### src/rtl/i2c_cond_pkg.sv
package i2c_cond_pkg;

  typedef enum logic [2:0] {
    ST_IDLE,
    ST_START,
    ST_HELD,
    ST_STOP_LO,
    ST_STOP_HI,
    ST_STOP_RISE,
    ST_REL_SDA,
    ST_REL_SCL
  } condState_t;

  // strobes from control to datapath
  typedef struct packed {
    logic cntClr;
    logic cntInc;
    logic sclDrive;
    logic sdaDrive;
  } dpCtl_t;

  typedef struct packed {
    logic master;
    logic transmit;
    logic busy;
    logic pending;
  } ctlWord_t;

  localparam ctlWord_t STOP_CODE    = '{master: 1'b1, transmit: 1'b1, busy: 1'b0, pending: 1'b1};
  localparam ctlWord_t RESTART_CODE = '{master: 1'b0, transmit: 1'b0, busy: 1'b0, pending: 1'b1};

endpackage

### src/rtl/i2c_sync_line.sv
module i2c_sync_line #(
  parameter int STAGES = 2
) (
  input  logic clk,
  input  logic rstN,
  input  logic lineIn,
  output logic lineSync
);
  logic [STAGES-1:0] chain;

  // lines are idle high, so the chain resets to ones
  always_ff @(posedge clk or negedge rstN) begin
    if (!rstN) chain <= '1;
    else       chain <= {chain[STAGES-2:0], lineIn};
  end

  assign lineSync = chain[STAGES-1];
endmodule

### src/rtl/i2c_cond_dp.sv
module i2c_cond_dp
  import i2c_cond_pkg::*;
#(
  parameter int SYNC_STAGES = 2,
  parameter int CNT_W       = 10
) (
  input  logic             clk,
  input  logic             rstN,
  input  logic             sclIn,
  input  logic             sdaIn,
  input  dpCtl_t           ctl,
  output logic             sclS,
  output logic             sdaS,
  output logic [CNT_W-1:0] cnt,
  output logic             sclOe,
  output logic             sdaOe
);
  localparam int N_LINES = 2;

  logic [N_LINES-1:0] rawLines;
  logic [N_LINES-1:0] syncLines;

  assign rawLines = {sdaIn, sclIn};

  for (genvar i = 0; i < N_LINES; i++) begin : g_sync
    i2c_sync_line #(.STAGES(SYNC_STAGES)) u_sync (
      .clk     (clk),
      .rstN    (rstN),
      .lineIn  (rawLines[i]),
      .lineSync(syncLines[i])
    );
  end

  assign sclS = syncLines[0];
  assign sdaS = syncLines[1];

  // shared phase timer
  always_ff @(posedge clk or negedge rstN) begin
    if (!rstN)           cnt <= '0;
    else if (ctl.cntClr) cnt <= '0;
    else if (ctl.cntInc) cnt <= cnt + 1'b1;
  end

  assign sclOe = ctl.sclDrive;
  assign sdaOe = ctl.sdaDrive;


  sda_release_chk: assert property (@(posedge clk) disable iff (!rstN)
    $fell(ctl.sdaDrive) |-> ($past(sclS) || $past(ctl.sclDrive)));

endmodule

### src/rtl/i2c_cond_ctrl.sv
module i2c_cond_ctrl
  import i2c_cond_pkg::*;
#(
  parameter int LOW_CYC   = 940,
  parameter int HIGH_CYC  = 800,
  parameter int SETUP_CYC = 940,
  parameter int CNT_W     = 10
) (
  input  logic             clk,
  input  logic             rstN,
  input  logic             ctlWr,
  input  ctlWord_t         wrWord,
  input  logic             startReq,
  input  logic             nackSent,
  input  logic             sclS,
  input  logic             sdaS,
  input  logic [CNT_W-1:0] cnt,
  output dpCtl_t           ctl,
  output logic             busBusy,
  output logic             startReady
);
  localparam logic [CNT_W-1:0] LOW_LAST  = CNT_W'(LOW_CYC - 1);
  localparam logic [CNT_W-1:0] HIGH_LAST = CNT_W'(HIGH_CYC - 1);
  localparam logic [CNT_W-1:0] SETUP_V   = CNT_W'(SETUP_CYC);

  condState_t st, nxt;
  logic txMode;
  logic isStop, isRestart, restartOk, inStop;

  assign isStop    = ctlWr && (wrWord == STOP_CODE);
  assign isRestart = ctlWr && (wrWord == RESTART_CODE);
  assign restartOk = txMode || nackSent;
  assign inStop    = (st == ST_STOP_LO) || (st == ST_STOP_HI) || (st == ST_STOP_RISE);

  always_comb begin
    nxt        = st;
    ctl.cntClr = 1'b0;
    ctl.cntInc = 1'b0;
    unique case (st)
      ST_IDLE: begin
        if (startReq && cnt == SETUP_V) begin
          nxt        = ST_START;
          ctl.cntClr = 1'b1;
        end else if (sclS && sdaS) begin
          ctl.cntInc = (cnt != SETUP_V);
        end else begin
          ctl.cntClr = 1'b1;
        end
      end
      ST_START: begin
        if (cnt == HIGH_LAST) begin
          nxt        = ST_HELD;
          ctl.cntClr = 1'b1;
        end else ctl.cntInc = 1'b1;
      end
      ST_HELD: begin
        if (isStop) begin
          nxt        = ST_STOP_LO;
          ctl.cntClr = 1'b1;
        end else if (isRestart && restartOk) begin
          nxt        = ST_REL_SDA;
          ctl.cntClr = 1'b1;
        end
      end
      ST_STOP_LO: begin
        if (cnt == LOW_LAST) begin
          nxt        = ST_STOP_HI;
          ctl.cntClr = 1'b1;
        end else ctl.cntInc = 1'b1;
      end
      ST_STOP_HI: begin
        if (!sclS) begin
          ctl.cntClr = 1'b1;
        end else if (cnt == HIGH_LAST) begin
          nxt        = ST_STOP_RISE;
          ctl.cntClr = 1'b1;
        end else ctl.cntInc = 1'b1;
      end
      ST_STOP_RISE: begin
        if (sclS && sdaS) begin
          nxt        = ST_IDLE;
          ctl.cntClr = 1'b1;
        end
      end
      ST_REL_SDA: begin
        if (cnt == LOW_LAST) begin
          nxt        = ST_REL_SCL;
          ctl.cntClr = 1'b1;
        end else ctl.cntInc = 1'b1;
      end
      ST_REL_SCL: begin
        if (sclS) begin
          nxt        = ST_IDLE;
          ctl.cntClr = 1'b1;
        end
      end
      default: nxt = ST_IDLE;
    endcase
  end

  assign ctl.sclDrive = (st == ST_HELD) || (st == ST_STOP_LO) || (st == ST_REL_SDA);
  assign ctl.sdaDrive = (st == ST_START) || (st == ST_HELD) ||
                        (st == ST_STOP_LO) || (st == ST_STOP_HI);

  always_ff @(posedge clk or negedge rstN) begin
    if (!rstN) begin
      st     <= ST_IDLE;
      txMode <= 1'b1;
    end else begin
      st <= nxt;
      if (st == ST_IDLE && nxt == ST_START)
        txMode <= 1'b1;
      else if (st == ST_HELD && ctlWr && !isStop && !isRestart)
        txMode <= wrWord.transmit;
    end
  end

  assign busBusy    = (st != ST_IDLE);
  assign startReady = (st == ST_IDLE) && (cnt == SETUP_V);


  stop_locked_chk: assert property (@(posedge clk) disable iff (!rstN)
    inStop |=> ((st == ST_STOP_LO) || (st == ST_STOP_HI) ||
                (st == ST_STOP_RISE) || (st == ST_IDLE)));


  start_setup_chk: assert property (@(posedge clk) disable iff (!rstN)
    (st == ST_START && $past(st) == ST_IDLE) |-> ($past(cnt) == SETUP_V));


  busy_free_chk: assert property (@(posedge clk) disable iff (!rstN)
    $fell(busBusy) |-> $past(sclS));


  rx_restart_chk: assert property (@(posedge clk) disable iff (!rstN)
    (st == ST_HELD && isRestart && !txMode && !nackSent) |=> (st == ST_HELD));

endmodule

### src/rtl/i2c_cond_seq.sv
module i2c_cond_seq #(
  parameter int LOW_CYC     = 940,
  parameter int HIGH_CYC    = 800,
  parameter int SETUP_CYC   = 940,
  parameter int SYNC_STAGES = 2
) (
  input  logic clk,
  input  logic rstN,
  input  logic ctlWr,
  input  logic ctlMaster,
  input  logic ctlTransmit,
  input  logic ctlBusy,
  input  logic ctlPending,
  input  logic startReq,
  input  logic nackSent,
  input  logic sclIn,
  input  logic sdaIn,
  output logic sclOe,
  output logic sdaOe,
  output logic busBusy,
  output logic lastRxBit,
  output logic startReady
);
  import i2c_cond_pkg::*;

  localparam int MAX_A = (LOW_CYC > HIGH_CYC) ? LOW_CYC : HIGH_CYC;
  localparam int MAX_C = (MAX_A > SETUP_CYC) ? MAX_A : SETUP_CYC;
  localparam int CNT_W = $clog2(MAX_C + 1);

  ctlWord_t         wrWord;
  dpCtl_t           ctl;
  logic             sclS, sdaS;
  logic [CNT_W-1:0] cnt;

  assign wrWord = '{master: ctlMaster, transmit: ctlTransmit, busy: ctlBusy, pending: ctlPending};

  i2c_cond_ctrl #(
    .LOW_CYC(LOW_CYC), .HIGH_CYC(HIGH_CYC), .SETUP_CYC(SETUP_CYC), .CNT_W(CNT_W)
  ) u_ctrl (
    .clk(clk), .rstN(rstN), .ctlWr(ctlWr), .wrWord(wrWord), .startReq(startReq),
    .nackSent(nackSent), .sclS(sclS), .sdaS(sdaS), .cnt(cnt), .ctl(ctl),
    .busBusy(busBusy), .startReady(startReady)
  );

  i2c_cond_dp #(.SYNC_STAGES(SYNC_STAGES), .CNT_W(CNT_W)) u_dp (
    .clk(clk), .rstN(rstN), .sclIn(sclIn), .sdaIn(sdaIn), .ctl(ctl),
    .sclS(sclS), .sdaS(sdaS), .cnt(cnt), .sclOe(sclOe), .sdaOe(sdaOe)
  );

  assign lastRxBit = sclS;

endmodule

### config.mk
export PLATFORM = sky130hd
export DESIGN_NAME = i2c_cond_seq
export DESIGN_NICKNAME = d
export VERILOG_FILES = /design/src/rtl/i2c_cond_pkg.sv /design/src/rtl/i2c_sync_line.sv /design/src/rtl/i2c_cond_dp.sv /design/src/rtl/i2c_cond_ctrl.sv /design/src/rtl/i2c_cond_seq.sv
export SDC_FILE = /design/constraint.sdc
export NUM_CORES = 1
export LEC_CHECK = 0
export BUFFER_PORTS_ARGS = -buffer_cell sky130_fd_sc_hd__buf_2
export CAP_MARGIN = 30
export CELL_PAD_IN_SITES_DETAIL_PLACEMENT = 2
export CELL_PAD_IN_SITES_GLOBAL_PLACEMENT = 2
export CORE_ASPECT_RATIO = 0.5
export CORE_MARGIN = 2
export CORE_UTILIZATION = 32
export DETAILED_ROUTE_END_ITERATION = 10
export GPL_TIMING_DRIVEN = 0
export PLACE_DENSITY = 0.87
export SETUP_SLACK_MARGIN = 0.4
export SLEW_MARGIN = 0
export SYNTH_ARGS = -nofsm -noshare
export SYNTH_HDL_FRONTEND = slang
export SYNTH_SLANG_ARGS = --single-unit
### constraint.sdc
create_clock -name clk -period 1.7 [get_ports clk]
set_input_delay 0.17 -clock clk [delete_from_list [all_inputs] [get_ports clk]]
set_output_delay 0.17 -clock clk [all_outputs]
set_load 0.03 [all_outputs]
==> results of run 1 <==
final timing paths:
| check | startpoint | to | slack, ps |
|---|---|---|---|
| min reg2reg | u_dp.g_sync[0].u_sync.chain[0] | u_dp.g_sync[0].u_sync.chain[1] | 370 |
| max in group asynchronous | rstN | u_dp.cnt[0] | 950 |
| max reg2reg | u_ctrl.st[2] | u_dp.cnt[9] | -450 |
| max | u_ctrl.st[2] | u_dp.cnt[9] | -450 |
| min | ctlMaster | u_ctrl.txMode | 230 |
| min in group asynchronous | rstN | u_dp.cnt[3] | 400 |
kinds of logic (layout without fill, tap and decap cells):
| family | Yosys count | after routing | share of synthesized area |
|---|---|---|---|
| AND/OR/NAND/NOR | 71 | 72 | 0.312 |
| AO/OA/AOI/OAI | 49 | 49 | 0.274 |
| flip-flops | 18 | 18 | 0.328 |
| buffers and inverters | 12 | 67 | 0.0548 |
| adder cells (fa/ha/maj) | 2 | 2 | 0.0180 |
| XOR/XNOR | 1 | 1 | 0.00629 |
| multiplexers | 1 | 1 | 0.00719 |
power groups by stage:
stage / logic [mW] / registers [mW] / clock network, mW
2_1_floorplan: 0.00884 / 0.451 / 0
3_3_place_gp: 0.0359 / 0.449 / 0
3_5_place_dp: 0.0378 / 0.449 / 0
4_1_cts: 0.0404 / 0.441 / 0.334
5_1_grt: 0.0561 / 0.445 / 0.373
6_report: 0.0526 / 0.444 / 0.350
metal layers:
metal,wire (microns),GRT usage
met2,3920,0.531
met4,178,0.0764
met5,0,0
met1,4100,0.412
met3,968,0.0585
final cells by class:
cell class              count  area [sq um]  share of cell area
multi-input cells         125          1170               0.514
flip-flops and latches     18           467               0.205
repair buffers             51           432               0.190
well taps                  54          67.6              0.0297
plain buffers               5          65.1              0.0286
clock buffers               4          45.0              0.0198
inverters                   7          30.0              0.0132
critical path, delay by kind of cell (launching register included):
kind | cells | cell delay, ps
compound gates | 3 | 830
flops | 1 | 460
simple gates | 2 | 250
buf+inv | 3 | 500
stage by stage:
step / hold WS [ps] / instance area [sq um] / util / total power, mW / cells
after global placement: 128 / 1570 / 0.389 / 0.485 / 223
after floorplan: -126 / 1430 / - / 0.459 / 154
final: 227 / 2280 / 0.563 / 0.847 / 264
after global routing: 247 / 2280 / 0.563 / 0.873 / 264
after CTS: 0.722 / 1960 / 0.485 / 0.816 / 252
after detailed placement: 134 / 1570 / 0.389 / 0.487 / 223
state kept, by name, summed over array words and instances (netlist names):
register and cells:
u_ctrl.st 3, u_ctrl.txMode 1, u_dp.cnt 10, u_dp.g_sync.u_sync.chain 4
cells in the final DEF (no fill, tap or decap), types with 3 or more instances in the layout:
cell type | Yosys | routed
dfrtp_2 | 0 | 8
o21ai_0 | 5 | 5
nand4_1 | 3 | 3
buf_2 | 1 | 10
a21o_1 | 5 | 5
nand2_1 | 8 | 8
inv_2 | 1 | 3
dlygate4sd3_1 | 0 | 3
nand3_1 | 17 | 15
nor2_4 | 1 | 3
dfstp_2 | 5 | 5
inv_1 | 6 | 3
dfrtp_1 | 13 | 5
buf_6 | 4 | 15
buf_12 | 0 | 3
clkbuf_8 | 0 | 3
nor2_1 | 11 | 8
a21oi_1 | 11 | 3
buf_4 | 0 | 24
a21oi_2 | 0 | 8
nor3_1 | 5 | 3
timing repair:
item                       CTS  global route
hold buffers                 1             2
resized for setup           29            50
gates cloned                 1             0
pin swaps                   18            16
setup buffers               23            10
hold endpoints to repair    13             2
setup endpoints to repair   17            19
==> metrics.txt, run 1 <==
Vias/cell 6.54; number of synthesized flops with an enable pin 0; pre-CTS setup slack -439 ps; Final ANT Viol Nets 0; GRT Overall Usage 0.311; critical path arrival 2330 ps; Worst setup EP type register; Reg power frac 0.524; Post-DP HPWL 3.25 mm; Chip Height 50.6 microns; CTS Buf Count 3; Critical-path top delay cell dfrtp_2; max-slew violation count 0; Post-synth ARST share 1.00; fin worst setup slack -452 ps; count of input and output buffers 15; Remaining DRCs 0; clock skew 9.99 ps; Cell Area, Synth 0.00139 sq mm; Yosys top cell area share 0.234; fin crit period about 2200 ps; first-pass GRT wire length 11.2 mm; GPL Wtd Cong 0.925; CTS tree yes; net load switching power around 220 uW; final worst-path cycle share 1.27; Cell variety after synth 55; antenna violations before repair 0; diodes inserted 0; most used cell, CP buf_12; worst rel slew slack 0.524; Mean Syn Cell Area 9.04 sq um; Initial DRT Pass Iterations 4; grt ovf 0; total core area 0.00404 sq mm; I/O Pins 16; largest net degree at the start of global routing 19; synth top area cells dfrtp_1 23%, dfstp_2 9.4%, nand3_1 6.1%; RSZ-0062 raised after global routing true; CP max FO 10; WS Path Type reg2reg; total number of vias between 1500 and 2000; Final Hold Vio Count 0; Mapped Cells roughly 150; starting density of the core 0.344; reported leakage power around 0.9 nW; worst slew pin tran 707 ps; WL final just over 9 mm; worst path required time 1880 ps; Clock transition at path regs 80 ps; share of layout cells above drive strength 1 0.595; yosys warns 0; number of max-cap violations 0; Clock Latency Late Sink about 280 ps; hold path depth 3; DR iter-0 viols 163; Pwr Density 372 mW/mm^2; vias in the first global route 1763; most frequent cells after synthesis 17 x nand3_1, 13 x dfrtp_1, 11 x a21oi_1, 11 x nor2_1, 8 x nand2_1; Setup violations, final 14; Seq/Total Area, Yosys 0.328; slowest stage delay, CP ~460 ps; Layout area overhead 63.5%; Clock Path Buffers 2; status complete, but fails checks; num rows 16; crit path cell chain buf_12 -> buf_6 -> nand2_1 -> nor3b_1 -> a21oi_1 -> a32oi_4 -> buf_12 -> a31oi_1; #FFs+latches synth 18; maximum vdd drop 0.000388 V; fmax 465 MHz; Final nets 224; wire per inst roughly 35 microns; startpoint type of the worst setup path register; Fin Setup TNS -4630 ps; R2R depth 8; Net Sw Frac 0.264; Clock Tree Root clkbuf_8; H-tree Lvls 1; Die Width 97.3 microns; Fillers 387; predominant post-synthesis flop cell dfrtp_1; syn nets approximately 170; Internal Dissipation 624 uW; CTS Sinks 18; Die Footprint 0.00493 sq mm; Hold Path Class in2reg; violated checks negative setup slack; largest area contributor in the netlist dfrtp_1; most frequent cell after synthesis nand3_1; Comb power frac 0.062; clock share of power 0.413
(Power assumes the default switching activity.)
==> run 2: changes to the inputs <==
- RECOVER_POWER: not set -> 100
- SLEW_MARGIN: 0 -> not set
==> metrics.txt, run 2 (synthesis gave the netlist of run 1 again) <==
status complete, but fails checks (unchanged); violated checks negative setup slack (unchanged); final worst-path cycle share 1.28 (was 1.27); Initial DRT Pass Iterations 5 (was 4); startpoint type of the worst setup path register (unchanged); WL final 9.19 mm (was 9.17 mm); GPL Wtd Cong 0.925 (unchanged); Final Hold Vio Count 0 (unchanged); fin crit period 2170 ps (was 2150 ps); CTS tree yes (unchanged); pre-CTS setup slack -439 ps (unchanged); number of max-cap violations 0 (unchanged); critical path arrival 2360 ps (was 2330 ps); Post-DP HPWL 3.25 mm (unchanged); worst hold slack 227 ps (about the same); share of layout cells above drive strength 1 0.581 (was 0.595); Multi-input gate area 0.00117 sq mm (unchanged); Clock Latency Late Sink 280 ps (about the same); first-pass GRT wire length 11.2 mm (unchanged); Setup violations, final 14 (unchanged); grt ovf 0 (unchanged); Remaining DRCs 0 (unchanged); max reg flops 10 (unchanged); Reg2Reg Setup Slack -470 ps (was -450 ps); GRT Overall Usage 0.311 (unchanged); reported leakage power 0.873 nW (was 0.880 nW); antenna violations before repair 0 (unchanged); largest net degree at the start of global routing 19 (unchanged); Placed Instances 223 (unchanged); FF-to-FF Start u_ctrl.st[1] (was u_ctrl.st[2]); fin worst setup slack -473 ps (was -452 ps); Final nets 224 (unchanged); commonest cells after routing, fill and taps aside 25 x buf_4, 15 x nand3_1, 13 x buf_6 (was 24 x buf_4, 15 x buf_6, 15 x nand3_1); DR iter-0 viols 178 (was 163); Biggest register u_dp.cnt (unchanged); register area 465 sq um (was 467 sq um); maximum vdd drop 0.000384 V (was 0.000388 V); clock skew 11.4 ps (was 9.99 ps); num rows 16 (unchanged); total number of vias 1764 (was 1726); Pwr Density 373 mW/mm^2 (was 372 mW/mm^2); Clock Tree Root clkbuf_8 (unchanged); RSZ-0062 raised after global routing true (unchanged); starting density of the core 0.344 (unchanged); Regs by FF count u_dp.cnt: 10 flops, u_dp.g_sync.u_sync.chain: 4 flops, u_ctrl.st: 3 flops (unchanged); Die Footprint 0.00493 sq mm (unchanged); vias in the first global route 1763 (unchanged); CTS Sinks 18 (unchanged); Clock Path Buffers 2 (unchanged); fmax 460 MHz (was 465 MHz); Fillers 392 (was 387); Layout area overhead 62.5% (was 63.5%); diodes inserted 0 (unchanged); total core area 0.00404 sq mm (unchanged); count of input and output buffers 15 (unchanged); Hold Path Class in2reg (unchanged); commonest non-fill, non-tap cell in the layout buf_4 (unchanged); Clock transition at path regs 80 ps (about the same); wire per inst 34.8 microns (was 34.7 microns); Worst setup EP type register (unchanged); I/O Pins 16 (unchanged); worst path required time 1880 ps (about the same); CP max FO 10 (unchanged); worst slew pin tran 1120 ps (was 707 ps); Chip Height 50.6 microns (unchanged); Vias/cell 6.68 (was 6.54); WS Path Type reg2reg (unchanged); Setup crit end u_dp.cnt[9] (unchanged); R2R depth 7 (was 8); worst rel slew slack 0.254 (was 0.524); Die Width 97.3 microns (unchanged); Critical R2R Capture u_dp.cnt[9] (unchanged); CTS Buf Count 3 (unchanged); worst setup path start u_ctrl.st[1] (was u_ctrl.st[2]); Final ANT Viol Nets 0 (unchanged); max-slew violation count 0 (unchanged); H-tree Lvls 1 (unchanged); Final Instance Count excl. Fillers 264 (unchanged)
## run 2: final cells by class
class	count	area share
flip-flops and latches	18	0.206
well taps	54	0.0299
inverters	7	0.0133
plain buffers	5	0.0287
repair buffers	51	0.185
multi-input cells	125	0.517
clock buffers	4	0.0199
## run 2: worst min path at each step
stage | end | slack [ps] | startpoint | cells past startpoint
6_report | u_ctrl.txMode | 230 | ctlMaster | 3
5_1_grt | u_ctrl.txMode | 250 | ctlMaster | 3
4_1_cts | u_dp.g_sync[0].u_sync.chain[0] | 0.7 | sclIn | 1
3_5_place_dp | u_dp.cnt[0] | 130 | rstN | 1
3_3_place_gp | u_dp.cnt[9] | 130 | rstN | 1
2_1_floorplan | u_ctrl.st[0] | -130 | rstN | 0
## run 2: layer usage
layer,global-route usage,wire (microns),part of all wire
met5,0,0,0
met2,0.531,3930,0.43
met3,0.0585,844,0.092
met4,0.0764,202,0.022
met1,0.412,4210,0.46
## run 2: repair_timing
action | in CTS | in global routing
gates resized for setup | 29 | 50
cloned | 1 | 0
hold buffers | 1 | 2
setup endpoints to repair | 17 | 19
pin swaps | 18 | 16
setup buffers | 23 | 10
endpoints found under the hold margin | 13 | 2
## run 2: report_power, final
part | internal [mW] | switching (mW)
clock | 0.168 | 0.179
combinational | 0.0182 | 0.0340
sequential | 0.437 | 0.00748
total | 0.623 | 0.221
## run 2: per-stage QoR
step	instance area [sq um]	power [mW]	TNS, ps	utilization
after global placement	1570	0.485	-3890	0.389
after floorplan	1430	0.459	-255	-
final	2260	0.844	-5000	0.560
after CTS	1960	0.816	-1260	0.485
after global routing	2260	0.873	-5430	0.560
after detailed placement	1570	0.487	-4510	0.389
## run 2: worst max-delay path, cell delays in order (launching register included)
cell     delay [ps]
dfrtp_1         500
buf_6           220
nor2_1          210
nor3b_1         100
a21oi_1         420
a32oi_4         230
buf_12          210
a31oi_1         170
==> run 3: changes to the inputs <==
--- a/constraint.sdc
+++ b/constraint.sdc
@@ -3,2 +3,2 @@
 set_output_delay 0.17 -clock clk [all_outputs]
-set_load 0.03 [all_outputs]
+set_load 0.005 [all_outputs]
==> metrics.txt, run 3 (synthesis gave the netlist of run 1 again) <==
Die Footprint 0.00493 sq mm (unchanged); status complete, but fails checks (unchanged); worst path required time 1890 ps (was 1880 ps); Final Hold Vio Count 0 (unchanged); startpoint type of the worst setup path register (unchanged); CTS Buf Count 3 (unchanged); num rows 16 (unchanged); total number of vias 1771 (was 1764); Pwr Density 379 mW/mm^2 (was 373 mW/mm^2); Setup violations, final 14 (unchanged); worst slew pin tran 1110 ps (was 1120 ps); final worst-path cycle share 1.23 (was 1.28); CTS tree yes (unchanged); Die Width 97.3 microns (unchanged); GRT Overall Usage 0.329 (was 0.311); max reg flops 10 (unchanged); wire length on met2 3.96 mm (was 3.93 mm); WL met1 3.79 mm (was 4.21 mm); metal3 WL 933 microns (was 844 microns); number of max-cap violations 0 (unchanged); Layout area overhead 59.6% (was 62.5%); post-route cell area 0.00222 sq mm (was 0.00226 sq mm); Post-DP Area 0.00157 sq mm (about the same); I/O Pins 16 (unchanged); Regs by FF count u_dp.cnt: 10 flops, u_dp.g_sync.u_sync.chain: 4 flops, u_ctrl.st: 3 flops (unchanged); RSZ-0062 raised after global routing true (unchanged); worst rel slew slack 0.260 (was 0.254); starting density of the core 0.344 (unchanged); Chip Height 50.6 microns (unchanged); total core area 0.00404 sq mm (unchanged); commonest non-fill, non-tap cell in the layout buf_4 (unchanged); CTS Sinks 18 (unchanged); count of input and output buffers 15 (unchanged); Clock Latency Late Sink 280 ps (about the same); reported leakage power 0.865 nW (was 0.873 nW); clock skew 11.3 ps (was 11.4 ps); Final nets 226 (was 224); Reg2Reg Setup Slack -390 ps (was -470 ps); fin crit period 2090 ps (was 2170 ps); Hold Path Class in2reg (unchanged); Fillers 404 (was 392); violated checks negative setup slack (unchanged); fmax 478 MHz (was 460 MHz); H-tree Lvls 1 (unchanged); Clock transition at path regs 80 ps (about the same); first-pass GRT wire length 11.7 mm (was 11.2 mm); Remaining DRCs 0 (unchanged); Clock Path Buffers 2 (unchanged); Biggest register u_dp.cnt (unchanged); pre-CTS setup slack -462 ps (was -439 ps); Final ANT Viol Nets 0 (unchanged); Clock Tree Root clkbuf_8 (unchanged); CP max FO 5 (was 10); diodes inserted 0 (unchanged); DR top layer met4 (unchanged); critical path arrival 2280 ps (was 2360 ps); fin worst setup slack -392 ps (was -473 ps); largest net degree at the start of global routing 19 (unchanged); WS Path Type reg2reg (unchanged); GPL Wtd Cong 0.906 (was 0.925); wire per inst 34.0 microns (was 34.8 microns); commonest cells after routing, fill and taps aside 27 x buf_4, 17 x nand3_1, 13 x buf_6 (was 25 x buf_4, 15 x nand3_1, 13 x buf_6); WL final 9.04 mm (was 9.19 mm); antenna violations before repair 0 (unchanged); vias in the first global route 1834 (was 1763); Initial DRT Pass Iterations 4 (was 5); DR iter-0 viols 149 (was 178); share of layout cells above drive strength 1 0.571 (was 0.581); Vias/cell 6.66 (was 6.68); Worst setup EP type register (unchanged); Post-DP HPWL 3.36 mm (was 3.25 mm); maximum vdd drop 0.000320 V (was 0.000384 V); grt ovf 0 (unchanged); max-slew violation count 0 (unchanged)
-- run 3: what timing repair did --
| action | in CTS | in global routing |
|---|---|---|
| hold buffers | 2 | 1 |
| resized for setup | 43 | 23 |
| endpoints found under the setup margin | 17 | 18 |
| setup buffers | 27 | 8 |
| pin swaps | 14 | 8 |
| gates cloned | 1 | 0 |
| endpoints found under the hold margin | 14 | 1 |
-- run 3: power breakdown --
group / switching [mW] / internal, mW / total [mW]
Clock: 0.180 / 0.168 / 0.348
Combinational: 0.0335 / 0.0176 / 0.0511
Sequential: 0.00623 / 0.436 / 0.443
Total: 0.220 / 0.622 / 0.842
-- run 3: critical path, cell delays in order (launching register included) --
cell and delay (ps):
dfrtp_2 470, inv_2 100, ha_4 120, and3_4 200
or3b_4 450, a32oi_1 320, nand3_1 160, a21oi_1 180
-- run 3: cell type report --
class | count | area (sq um) | area share
clock buffers | 4 | 45.0 | 0.0203
well taps | 54 | 67.6 | 0.0304
plain buffers | 5 | 60.1 | 0.0270
inverters | 7 | 28.8 | 0.0130
flip-flops and latches | 18 | 469 | 0.211
repair buffers | 53 | 417 | 0.188
multi-input cells | 125 | 1130 | 0.511
-- run 3: metrics by stage --
| stage | power (mW) | hold WS [ps] | TNS, ps | utilization | cells |
|---|---|---|---|---|---|
| floorplan | 0.457 | -126 | -254 | - | 154 |
| global placement | 0.482 | 129 | -3910 | 0.387 | 223 |
| detailed placement | 0.485 | 142 | -4740 | 0.387 | 223 |
| CTS | 0.824 | 0.508 | -1110 | 0.509 | 257 |
| global route | 0.861 | 250 | -4370 | 0.550 | 266 |
| finish | 0.842 | 208 | -4030 | 0.550 | 266 |
-- run 3: final timing paths --
check                                               start                        endpoint  cells past startpoint
setup / recovery                              u_dp.cnt[0]                     u_dp.cnt[4]                      7
min in group asynchronous                            rstN                     u_dp.cnt[3]                      2
hold reg to reg            u_dp.g_sync[1].u_sync.chain[0]  u_dp.g_sync[1].u_sync.chain[1]                      0
max in group asynchronous                            rstN                     u_dp.cnt[2]                      2
setup reg to reg                              u_dp.cnt[0]                     u_dp.cnt[4]                      7
hold / removal                                   startReq                   u_ctrl.txMode                      3
-- run 3: layer usage --
metal  track usage  vias to the layer above
li1              -                      715
met1         0.463                      895
met2         0.524                      132
met3        0.0710                       29
met4        0.0741                        0
met5             0                        -
